### config.mk
export PLATFORM = sky130hd
export DESIGN_NAME = opf_unit
export DESIGN_NICKNAME = d
export VERILOG_FILES = /design/src/rtl/opf_pkg.sv /design/src/rtl/opf_regfile.sv /design/src/rtl/opf_agen.sv /design/src/rtl/opf_ctrl.sv /design/src/rtl/opf_unit.sv
export SDC_FILE = /design/constraint.sdc
export NUM_CORES = 1
export LEC_CHECK = 0
export BUFFER_PORTS_ARGS = -buffer_cell sky130_fd_sc_hd__buf_2
export CAP_MARGIN = 20
export CORE_MARGIN = 3
export CORE_UTILIZATION = 45
export DETAILED_ROUTE_END_ITERATION = 8
export GPL_ROUTABILITY_DRIVEN = 0
export HOLD_SLACK_MARGIN = 0.1
export PLACE_DENSITY = 0.68
export SLEW_MARGIN = 5
export SYNTH_ARGS = -nofsm -noshare
export SYNTH_HDL_FRONTEND = slang
export SYNTH_HIERARCHICAL = 1
export SYNTH_SLANG_ARGS = --single-unit
### constraint.sdc
create_clock -name clk_i -period 6.1 [get_ports clk_i]
set_clock_uncertainty 0.05 [all_clocks]
set_input_delay 0.61 -clock clk_i [delete_from_list [all_inputs] [get_ports clk_i]]
set_output_delay 0.61 -clock clk_i [all_outputs]
set_load 0.02 [all_outputs]
### src/rtl/opf_pkg.sv
package opf_pkg;
  typedef enum logic [3:0] {
    M_REG  = 4'd0,
    M_IMM  = 4'd1,
    M_DISP = 4'd2,
    M_RIND = 4'd3,
    M_IDX  = 4'd4,
    M_DIR  = 4'd5,
    M_MIND = 4'd6,
    M_AINC = 4'd7,
    M_ADEC = 4'd8,
    M_SCL  = 4'd9
  } mode_e;

  typedef enum logic [2:0] {
    S_IDLE, S_ADDR, S_READ1, S_READ2, S_WB, S_DONE
  } state_e;
endpackage

### src/rtl/opf_regfile.sv
module opf_regfile #(
  parameter int DW   = 32,
  parameter int NREG = 8,
  localparam int RIW = $clog2(NREG)
) (
  input  logic           clk_i,
  input  logic           rst_ni,
  input  logic [RIW-1:0] ra_idx_i,
  input  logic [RIW-1:0] rb_idx_i,
  input  logic [RIW-1:0] rc_idx_i,
  output logic [DW-1:0]  ra_o,
  output logic [DW-1:0]  rb_o,
  output logic [DW-1:0]  rc_o,
  input  logic           wa_en_i,
  input  logic [RIW-1:0] wa_idx_i,
  input  logic [DW-1:0]  wa_data_i,
  input  logic           wb_en_i,
  input  logic [RIW-1:0] wb_idx_i,
  input  logic [DW-1:0]  wb_data_i
);
  logic [DW-1:0] rv [NREG];

  for (genvar g = 0; g < NREG; g++) begin : g_reg
    if (g == 0) begin : g_zero
      assign rv[g] = '0;
    end else begin : g_store
      logic [DW-1:0] q;
      // port a (sum) has priority over port b (base update)
      always_ff @(posedge clk_i or negedge rst_ni) begin
        if (!rst_ni)                                  q <= '0;
        else if (wa_en_i && wa_idx_i == RIW'(g))      q <= wa_data_i;
        else if (wb_en_i && wb_idx_i == RIW'(g))      q <= wb_data_i;
      end
      assign rv[g] = q;
    end
  end

  assign ra_o = rv[ra_idx_i];
  assign rb_o = rv[rb_idx_i];
  assign rc_o = rv[rc_idx_i];
endmodule

### src/rtl/opf_agen.sv
module opf_agen
  import opf_pkg::*;
#(
  parameter int DW = 32
) (
  input  mode_e         mode_i,
  input  logic [DW-1:0] base_i,
  input  logic [DW-1:0] index_i,
  input  logic [DW-1:0] imm_i,
  input  logic [1:0]    size_i,
  output logic [DW-1:0] ea_o,
  output logic          mem_o,
  output logic          two_rd_o,
  output logic [DW-1:0] direct_op_o,
  output logic          base_upd_o,
  output logic [DW-1:0] base_new_o
);
  logic [DW-1:0] dsz;
  assign dsz = DW'(1) << size_i;

  always_comb begin
    ea_o        = '0;
    mem_o       = 1'b1;
    two_rd_o    = 1'b0;
    direct_op_o = '0;
    base_upd_o  = 1'b0;
    base_new_o  = base_i;
    unique case (mode_i)
      M_REG:  begin mem_o = 1'b0; direct_op_o = base_i; end
      M_IMM:  begin mem_o = 1'b0; direct_op_o = imm_i;  end
      M_DISP: ea_o = base_i + imm_i;
      M_RIND: ea_o = base_i;
      M_IDX:  ea_o = base_i + index_i;
      M_DIR:  ea_o = imm_i;
      M_MIND: begin ea_o = base_i; two_rd_o = 1'b1; end
      M_AINC: begin ea_o = base_i; base_upd_o = 1'b1; base_new_o = base_i + dsz; end
      M_ADEC: begin ea_o = base_i - dsz; base_upd_o = 1'b1; base_new_o = base_i - dsz; end
      M_SCL:  ea_o = imm_i + base_i + (index_i << size_i);
      default: begin mem_o = 1'b0; direct_op_o = base_i; end
    endcase
  end
endmodule

### src/rtl/opf_ctrl.sv
module opf_ctrl
  import opf_pkg::*;
#(
  parameter int DW   = 32,
  parameter int NREG = 8,
  localparam int RIW = $clog2(NREG)
) (
  input  logic           clk_i,
  input  logic           rst_ni,
  input  logic           start_i,
  input  logic [3:0]     mode_i,
  input  logic [RIW-1:0] rd_i,
  input  logic [RIW-1:0] rb_i,
  input  logic [RIW-1:0] rx_i,
  input  logic [DW-1:0]  imm_i,
  input  logic [1:0]     size_i,
  output mode_e          mode_q_o,
  output logic [RIW-1:0] rd_q_o,
  output logic [RIW-1:0] rb_q_o,
  output logic [RIW-1:0] rx_q_o,
  output logic [DW-1:0]  imm_q_o,
  output logic [1:0]     size_q_o,
  input  logic [DW-1:0]  ea_i,
  input  logic           mem_i,
  input  logic           two_rd_i,
  input  logic [DW-1:0]  direct_op_i,
  input  logic           base_upd_i,
  input  logic [DW-1:0]  base_new_i,
  input  logic [DW-1:0]  rd_val_i,
  output logic           mem_req_o,
  output logic [DW-1:0]  mem_addr_o,
  input  logic [DW-1:0]  mem_rdata_i,
  input  logic           mem_valid_i,
  output logic           wa_en_o,
  output logic [RIW-1:0] wa_idx_o,
  output logic [DW-1:0]  wa_data_o,
  output logic           wb_en_o,
  output logic [RIW-1:0] wb_idx_o,
  output logic [DW-1:0]  wb_data_o,
  output logic           busy_o,
  output logic           done_o
);
  state_e        state_q;
  logic [DW-1:0] addr_q, opnd_q;

  always_ff @(posedge clk_i or negedge rst_ni) begin
    if (!rst_ni) begin
      state_q  <= S_IDLE;
      mode_q_o <= M_REG;
      rd_q_o   <= '0;
      rb_q_o   <= '0;
      rx_q_o   <= '0;
      imm_q_o  <= '0;
      size_q_o <= '0;
      addr_q   <= '0;
      opnd_q   <= '0;
    end else begin
      unique case (state_q)
        S_IDLE: if (start_i) begin
          mode_q_o <= mode_e'(mode_i);
          rd_q_o   <= rd_i;
          rb_q_o   <= rb_i;
          rx_q_o   <= rx_i;
          imm_q_o  <= imm_i;
          size_q_o <= size_i;
          state_q  <= S_ADDR;
        end
        S_ADDR: begin
          if (mem_i) begin
            addr_q  <= ea_i;
            state_q <= S_READ1;
          end else begin
            opnd_q  <= direct_op_i;
            state_q <= S_WB;
          end
        end
        S_READ1: if (mem_valid_i) begin
          if (two_rd_i) begin
            addr_q  <= mem_rdata_i;  // pointer for second read
            state_q <= S_READ2;
          end else begin
            opnd_q  <= mem_rdata_i;
            state_q <= S_WB;
          end
        end
        S_READ2: if (mem_valid_i) begin
          opnd_q  <= mem_rdata_i;
          state_q <= S_WB;
        end
        S_WB:    state_q <= S_DONE;
        S_DONE:  state_q <= S_IDLE;
        default: state_q <= S_IDLE;
      endcase
    end
  end

  assign mem_req_o  = (state_q == S_READ1) || (state_q == S_READ2);
  assign mem_addr_o = addr_q;
  assign busy_o     = (state_q != S_IDLE);
  assign done_o     = (state_q == S_DONE);

  assign wa_en_o    = (state_q == S_WB);
  assign wa_idx_o   = rd_q_o;
  assign wa_data_o  = rd_val_i + opnd_q;
  assign wb_en_o    = (state_q == S_WB) && base_upd_i;
  assign wb_idx_o   = rb_q_o;
  assign wb_data_o  = base_new_i;

  AST_REQ_HOLD: assert property (@(posedge clk_i) disable iff (!rst_ni)
    mem_req_o && !mem_valid_i |=> mem_req_o && $stable(mem_addr_o));
  AST_DONE_PULSE: assert property (@(posedge clk_i) disable iff (!rst_ni)
    done_o |=> !done_o);
  AST_NOMEM_NOREQ: assert property (@(posedge clk_i) disable iff (!rst_ni)
    busy_o && (mode_q_o == M_IMM || mode_q_o == M_REG) |-> !mem_req_o);
  AST_READ2_MIND: assert property (@(posedge clk_i) disable iff (!rst_ni)
    state_q == S_READ2 |-> mode_q_o == M_MIND);
  AST_START_BUSY: assert property (@(posedge clk_i) disable iff (!rst_ni)
    start_i && !busy_o |=> busy_o);
  AST_DONE_AFTER_WB: assert property (@(posedge clk_i) disable iff (!rst_ni)
    done_o |-> $past(wa_en_o));
endmodule

### src/rtl/opf_unit.sv
module opf_unit
  import opf_pkg::*;
#(
  parameter int DW   = 32,
  parameter int NREG = 8,
  localparam int RIW = $clog2(NREG)
) (
  input  logic           clk_i,
  input  logic           rst_ni,
  input  logic           start_i,
  input  logic [3:0]     mode_i,
  input  logic [RIW-1:0] rd_i,
  input  logic [RIW-1:0] rb_i,
  input  logic [RIW-1:0] rx_i,
  input  logic [DW-1:0]  imm_i,
  input  logic [1:0]     size_i,
  output logic           busy_o,
  output logic           done_o,
  output logic           mem_req_o,
  output logic [DW-1:0]  mem_addr_o,
  input  logic [DW-1:0]  mem_rdata_i,
  input  logic           mem_valid_i
);
  mode_e          mode_q;
  logic [RIW-1:0] rd_q, rb_q, rx_q;
  logic [DW-1:0]  imm_q;
  logic [1:0]     size_q;
  logic [DW-1:0]  rd_val, rb_val, rx_val;
  logic [DW-1:0]  ea, direct_op, base_new;
  logic           need_mem, two_rd, base_upd;
  logic           wa_en, wb_en;
  logic [RIW-1:0] wa_idx, wb_idx;
  logic [DW-1:0]  wa_data, wb_data;

  opf_regfile #(.DW(DW), .NREG(NREG)) u_rf (
    .clk_i, .rst_ni,
    .ra_idx_i(rd_q), .rb_idx_i(rb_q), .rc_idx_i(rx_q),
    .ra_o(rd_val), .rb_o(rb_val), .rc_o(rx_val),
    .wa_en_i(wa_en), .wa_idx_i(wa_idx), .wa_data_i(wa_data),
    .wb_en_i(wb_en), .wb_idx_i(wb_idx), .wb_data_i(wb_data)
  );

  opf_agen #(.DW(DW)) u_agen (
    .mode_i(mode_q), .base_i(rb_val), .index_i(rx_val), .imm_i(imm_q),
    .size_i(size_q), .ea_o(ea), .mem_o(need_mem), .two_rd_o(two_rd),
    .direct_op_o(direct_op), .base_upd_o(base_upd), .base_new_o(base_new)
  );

  opf_ctrl #(.DW(DW), .NREG(NREG)) u_ctrl (
    .clk_i, .rst_ni, .start_i, .mode_i, .rd_i, .rb_i, .rx_i, .imm_i, .size_i,
    .mode_q_o(mode_q), .rd_q_o(rd_q), .rb_q_o(rb_q), .rx_q_o(rx_q),
    .imm_q_o(imm_q), .size_q_o(size_q),
    .ea_i(ea), .mem_i(need_mem), .two_rd_i(two_rd), .direct_op_i(direct_op),
    .base_upd_i(base_upd), .base_new_i(base_new), .rd_val_i(rd_val),
    .mem_req_o, .mem_addr_o, .mem_rdata_i, .mem_valid_i,
    .wa_en_o(wa_en), .wa_idx_o(wa_idx), .wa_data_o(wa_data),
    .wb_en_o(wb_en), .wb_idx_o(wb_idx), .wb_data_o(wb_data),
    .busy_o, .done_o
  );

  AST_R0_ZERO: assert property (@(posedge clk_i) disable iff (!rst_ni)
    rd_q == '0 |-> rd_val == '0);
  AST_BASE_FIXED_IDLE: assert property (@(posedge clk_i) disable iff (!rst_ni)
    !busy_o |-> !wa_en && !wb_en);
endmodule

* Word level (Yosys, flattened, before mapping) *
Index checks and enable logic that the tools add are counted.

storage, ports and cells
  bits in registers = 338
  output and inout port bits = 35
  logic and storage cells = 143
  input port bits = 83

operators by class
  multiplexer cells = 44
  shift operators = 2
  equality and inequality tests = 35
  $lt $le $gt $ge = 3
  reduce and logical (&&, ||, !) cells = 34
  bitwise logic cells = 3
  add/sub/neg operators = 6

operators by type and width
  kind                  number
  $mux 32               27
  $bmux 32 s3           3
  $pmux 32 s2           3
  $pmux 32 s6           1
  $add 32x32->32        5
  $pmux 32 s3           1
  $shl 1x2->32 const A  1
  $shl 32x2->32         1
  $sub 32x32->32        1
  $eq 3x3->1 const B    10
  $eq 3x2->1 const B    6
  $eq 4x3->1 const B    4
  $reduce_bool 2->1     8
  $logic_and 1x1->1     15
  $mux 3                5
  $pmux 3 s5            1
  $ne 2x2->1 const B    7
  $ge 4x4->1 const B    3
  $not 3->4             3
  $eq 3x1->1 const B    3
  $eq 4x2->1 const B    2
  $eq 4x4->1 const B    2
  $reduce_or 8->1       1
  $reduce_bool 3->1     2
  10 further kinds      12

* Logic depth before layout (Yosys ltp) *
  depth in word-level cells = 9
  gate-level depth with buffers = 31
  gate-level depth less buffers = 29

* Modules after synthesis *
The synthesis kept the hierarchy.

modules (own cells, without submodules)
  module       area each (um2)  cells an instance  instances  seq. area each (um2)
  opf_regfile  15894.0          1542               1          5605.4
  opf_agen     8518.2           1226               1          0.0
  opf_ctrl     6761.5           675                1          2852.7

* Least setup slack after synthesis *
No wires, ideal clock.

  path type = reg2reg
  from = register u_ctrl.rb_q_o[1]
  to = register u_ctrl.addr_q[31] (netlist: u_ctrl/mem_addr_o[31])
  path buffers = 2
  path slack = -0.115 ns
  required time = 5.913 ns
  stages on the path, launching flop included = 32
  library setup time = 0.137 ns
  clock period less this slack = 6.215 ns
  data arrival time = 6.028 ns
  cell sequence = dfrtp_1 buf_4 buf_6 mux4_2 inv_1 a21oi_1 ha_1 a211oi_1 o21bai_1 nand3_1 nand2_1 a21o_1 a21o_1 a21o_1 a21o_1 nand2_1 nand2b_1 a21oi_1 xnor2_1 ha_1 nand3_1 a21oi_1 a21oi_1 a221o_1 o41ai_4 a31oi_4 o21bai_4 a221o_2 xnor2_1 a211o_1 mux2i_1 a21oi_1

on the way
  longest elaborated chain between the ends = 9
  elaborated cells on any way between the ends = 11
  those cells by class = add/sub (4); mux (6); bitwise (1)

ends and longest elaborated chain
  item                                           line                            source
  from (decl)                                    opf_ctrl.sv:19                  output logic [RIW-1:0] rb_q_o,
  from (signal assigned)                         opf_ctrl.sv:62                  rb_q_o <= rb_i;
  $not 3->4 (implied by the code) *              opf_regfile.sv:39               assign rb_o = rv[rb_idx_i];
  $bmux 32 s3 *                                  opf_regfile.sv:39
  $mux 32 (implied by the code) * (2 in series)  opf_regfile.sv:39
  via rb_val[1]                                  opf_unit.sv:28                  logic [DW-1:0] rd_val, rb_val, rx_val;
  $add 32x32->32                                 opf_agen.sv:31, opf_agen.sv:38
  $add 32x32->32                                 opf_agen.sv:38                  M_SCL: ea_o = imm_i + base_i + (index_i << size_i);
  $pmux 32 s6 *                                  opf_agen.sv:28                  unique case (mode_i)
  via ea[31]                                     opf_unit.sv:29                  logic [DW-1:0] ea, direct_op, base_new;
  $mux 32 *                                      opf_ctrl.sv:69                  if (mem_i) begin
  $pmux 32 s2 *                                  opf_ctrl.sv:58                  unique case (state_q)
  to (signal assigned)                           opf_ctrl.sv:70                  addr_q <= ea_i;
  to (signal assigned)                           opf_ctrl.sv:79                  addr_q <= mem_rdata_i;
  to (decl)                                      opf_ctrl.sv:44                  logic [DW-1:0] addr_q, opnd_q;

The timed path passes the listed nets; every way through them passes the cells marked *. The select of a mux whose other input is x is not followed.
A chain may end at the register's enable or synchronous reset.

* Worst setup path in the final report *
  from = register u_ctrl.rb_q_o[1]
  to = register u_ctrl.addr_q[23] (netlist: u_ctrl/mem_addr_o[23])

The elaborated chain is that of the path after synthesis.

==> flow_metrics.py <==
metrics = {
    "run_status": {
        "status": "complete, but fails checks",
        "violations": "setup timing",
    },
    "critical_path": {
        "worst_ep_arrival_time_ns": 6.50,
        "worstSetupStartpointType": "register",
        "path_buf_inv": 2,
        "r2r_start": "u_ctrl/rb_q_o[1]",
        "cp_slowest_cell": "dfrtp_4",
        "crit_fanout": 8,
        "max_stage_delay_ns": 0.54,
        "end_kind": "register",
        "cp-startpoint": "u_ctrl/rb_q_o[1]",
        "crit_family": "compound AO/OA/AOI/OAI gates",
        "reg2reg_depth": 30,
        "worstPathRequired_ns": 6.48,
        "critical_path_class": "register to register",
        "reg2reg_to": "u_ctrl/mem_addr_o[23]",
        "regToRegSetupSlack_ns": -0.02,
        "crit_cells": 30,
    },
    "final_layout": {
        "final_core_util": 0.520,
        "fin_cells": 4532,
        "antenna_cells": 0,
        "fin_nets": 3805,
        "syn2layout_area_growth_pct": 13.1,
        "drive_above_1_share": 0.210,
        "fillers": 6226,
    },
    "job": {
        "max_cap_viol_count": 0,
    },
    "clocking": {
        "clock_latency_ns": 0.59,
        "clock-sinks": 338,
        "clkSlewWorstSetupHoldPaths_ns": 0.06,
        "cts-buffers-inserted": 40,
        "cts_max_path_buffers": 3,
        "htreeDepth": 2,
        "cts_root_buffer": "clkbuf_16",
        "tritoncts": "yes",
    },
    "sta": {
        "worst_pin_slew_ns": 1.14,
        "timing.final.crit_share": 1.00,
        "setup_viol": 2,
        "slew_violations": 0,
        "slew_headroom": 0.241,
        "period_needed_ns": 6.12,
        "finalHoldViolations": 0,
        "grt_setup_unrepaired": "yes",
        "finalWorstSetupSlack_ns": -0.0183,
        "fmax_ghz": 0.163,
    },
    "detailed_routing": {
        "post_drt_wl_per_cell_um": 24.1,
        "num_vias": 28800,
        "drcViolationCount": 0,
        "drtIter0Drc": 3704,
        "viasPerCell": 6.36,
        "drt_wl_total_um": 109000,
        "antenna_left": 0,
        "dr.pass1.iters": 9,
    },
    "min_path": {
        "worstHoldPathCells": 2,
        "holdPathEnd": "u_ctrl/imm_q_o[23]",
        "hp-start": "imm_i[23]",
        "worstHoldPathType": "input pin to register",
    },
    "synthesis": {
        "synth_edf_count": 0,
        "ys.flop_type": "dfrtp_1",
        "synthArstFlopShare": 1.00,
        "yosys-top-cells-area": "dfrtp_1, mux2i_1, mux4_2",
        "synth.net_count": 3664,
        "ys_seq_area_frac": 0.271,
        "yosys.area.top_type": "dfrtp_1",
        "synthTopCellsByCount": "a21oi_1, dfrtp_1, mux2i_1",
        "syn_area_um2": 31200,
        "ys_seq_elements": 338,
        "avgSynthCellArea_um2": 9.05,
        "synthCells": 3443,
        "synth.most_common_cell": "a21oi_1",
        "yosys.cell_types.count": 100,
        "ys_warn_count": 6,
        "synth_top_area_frac": 0.271,
    },
    "grt": {
        "grt_pass1_vias": 27500,
        "grt_overflow": 0,
        "grt_max_degree": 160,
        "antenna_found_initial": 2,
        "grtUsageTotal": 0.291,
        "grt_pass1_wl_um": 166000,
    },
    "floorplan": {
        "io_pins": 118,
        "placementRows": 95,
        "coreArea_um2": 67900,
        "die_area_um2": 72500,
        "initial_core_util": 0.459,
        "die_h_um": 269,
        "die_w_um": 269,
    },
    "place": {
        "dp_slack_ns": -0.171,
        "port-buffer-count": 117,
        "dpl.hpwl_um": 77700,
        "dp_cells": 4438,
    },
}
[state kept, by name, summed over array words and instances (netlist names)]
| signal | flops |
|---|---|
| u_ctrl/opnd_q | 32 |
| u_ctrl/state_q | 3 |
| u_rf/g.g_store.q | 224 |
| u_ctrl/rd_q_o | 3 |
| u_ctrl/imm_q_o | 32 |
| u_ctrl/size_q_o | 2 |
| u_ctrl/mode_q_o | 4 |
| u_ctrl/rx_q_o | 3 |
| u_ctrl/mem_addr_o | 32 |
| u_ctrl/rb_q_o | 3 |
[layout by cell type, fill, tap and decap left out, types with 17 or more instances in the layout]
cell         n
a21oi_1    382
dfrtp_1    328
mux2i_1    308
nor2_1     303
nand2_1    274
buf_4      254
o21ai_1    143
ha_1       126
buf_2      116
mux4_2     112
o21ai_0    104
inv_1      103
xnor2_1     82
mux2_1      75
a221oi_1    71
mux2_2      70
xor2_1      63
a22oi_1     45
a21o_1      42
clkbuf_16   41
a22o_1      33
nand3_1     32
nor3_1      30
a21oi_2     20
o21bai_1    20
nand4_1     19
nor2b_1     19
or3_1       18
a211oi_1    18
nand2b_1    17
[logic make-up (layout without fill, tap and decap cells)]
kind of cell	Yosys count	after routing	share of synthesized area
buffers and inverters	412	580	0.0685
multiplexers	567	567	0.233
flip-flops	338	338	0.271
AND/OR/NAND/NOR	797	797	0.116
AO/OA/AOI/OAI	1039	1039	0.209
adder cells (fa/ha/maj)	138	138	0.0568
XOR/XNOR	152	152	0.0450
[how the worst max path moves through the flow]
stage / endpoint / slack [ns]
6_report: u_ctrl/mem_addr_o[23] / -0.02
5_1_grt: u_ctrl/mem_addr_o[31] / -0.23
4_1_cts: u_ctrl/mem_addr_o[31] / 0.0008
3_5_place_dp: u_ctrl/mem_addr_o[23] / -0.17
3_3_place_gp: u_ctrl/mem_addr_o[23] / -0.02
2_1_floorplan: u_ctrl/mem_addr_o[31] / 0.20
[through the flow]
stage / cell area (um^2) / hold slack [ns] / TNS [ns]
final: 35300 / 0.203 / -0.0213
after floorplan: 31200 / 0.264 / 0
after global routing: 35300 / 0.190 / -1.02
after CTS: 34900 / 0.186 / 0
after detailed placement: 33300 / 0.464 / -0.419
after global placement: 33300 / 0.459 / -0.0287
[metal layers]
| metal | wire length, um | GRT usage |
|---|---|---|
| met1 | 43700 | 0.390 |
| met2 | 49100 | 0.458 |
| met3 | 10400 | 0.0454 |
| met4 | 6140 | 0.142 |
| met5 | 8 | 0 |
[layout make-up]
| class | count | area, um^2 | share of cell area |
|---|---|---|---|
| Clock buffer | 56 | 1130 | 0.0321 |
| Timing Repair Buffer | 393 | 2890 | 0.0820 |
| Sequential cell | 338 | 8490 | 0.241 |
| Clock inverter | 13 | 161 | 0.00458 |
| Inverter | 118 | 443 | 0.0126 |
| Tap cell | 921 | 1150 | 0.0327 |
| Multi-Input combinational cell | 2693 | 21000 | 0.595 |
[timing repair]
| action | CTS | global route |
|---|---|---|
| hold buffers | 1 | 0 |
| setup buffers | 14 | 7 |
| pin swaps | 18 | 34 |
| gates resized for setup | 29 | 54 |
| cloned | 1 | 1 |
| hold endpoints to repair | 90 | 0 |
| setup endpoints to repair | 4 | 11 |
Power is not shown: default switching activity piles up to over one toggle a cycle in this logic, so the estimate is an artifact.
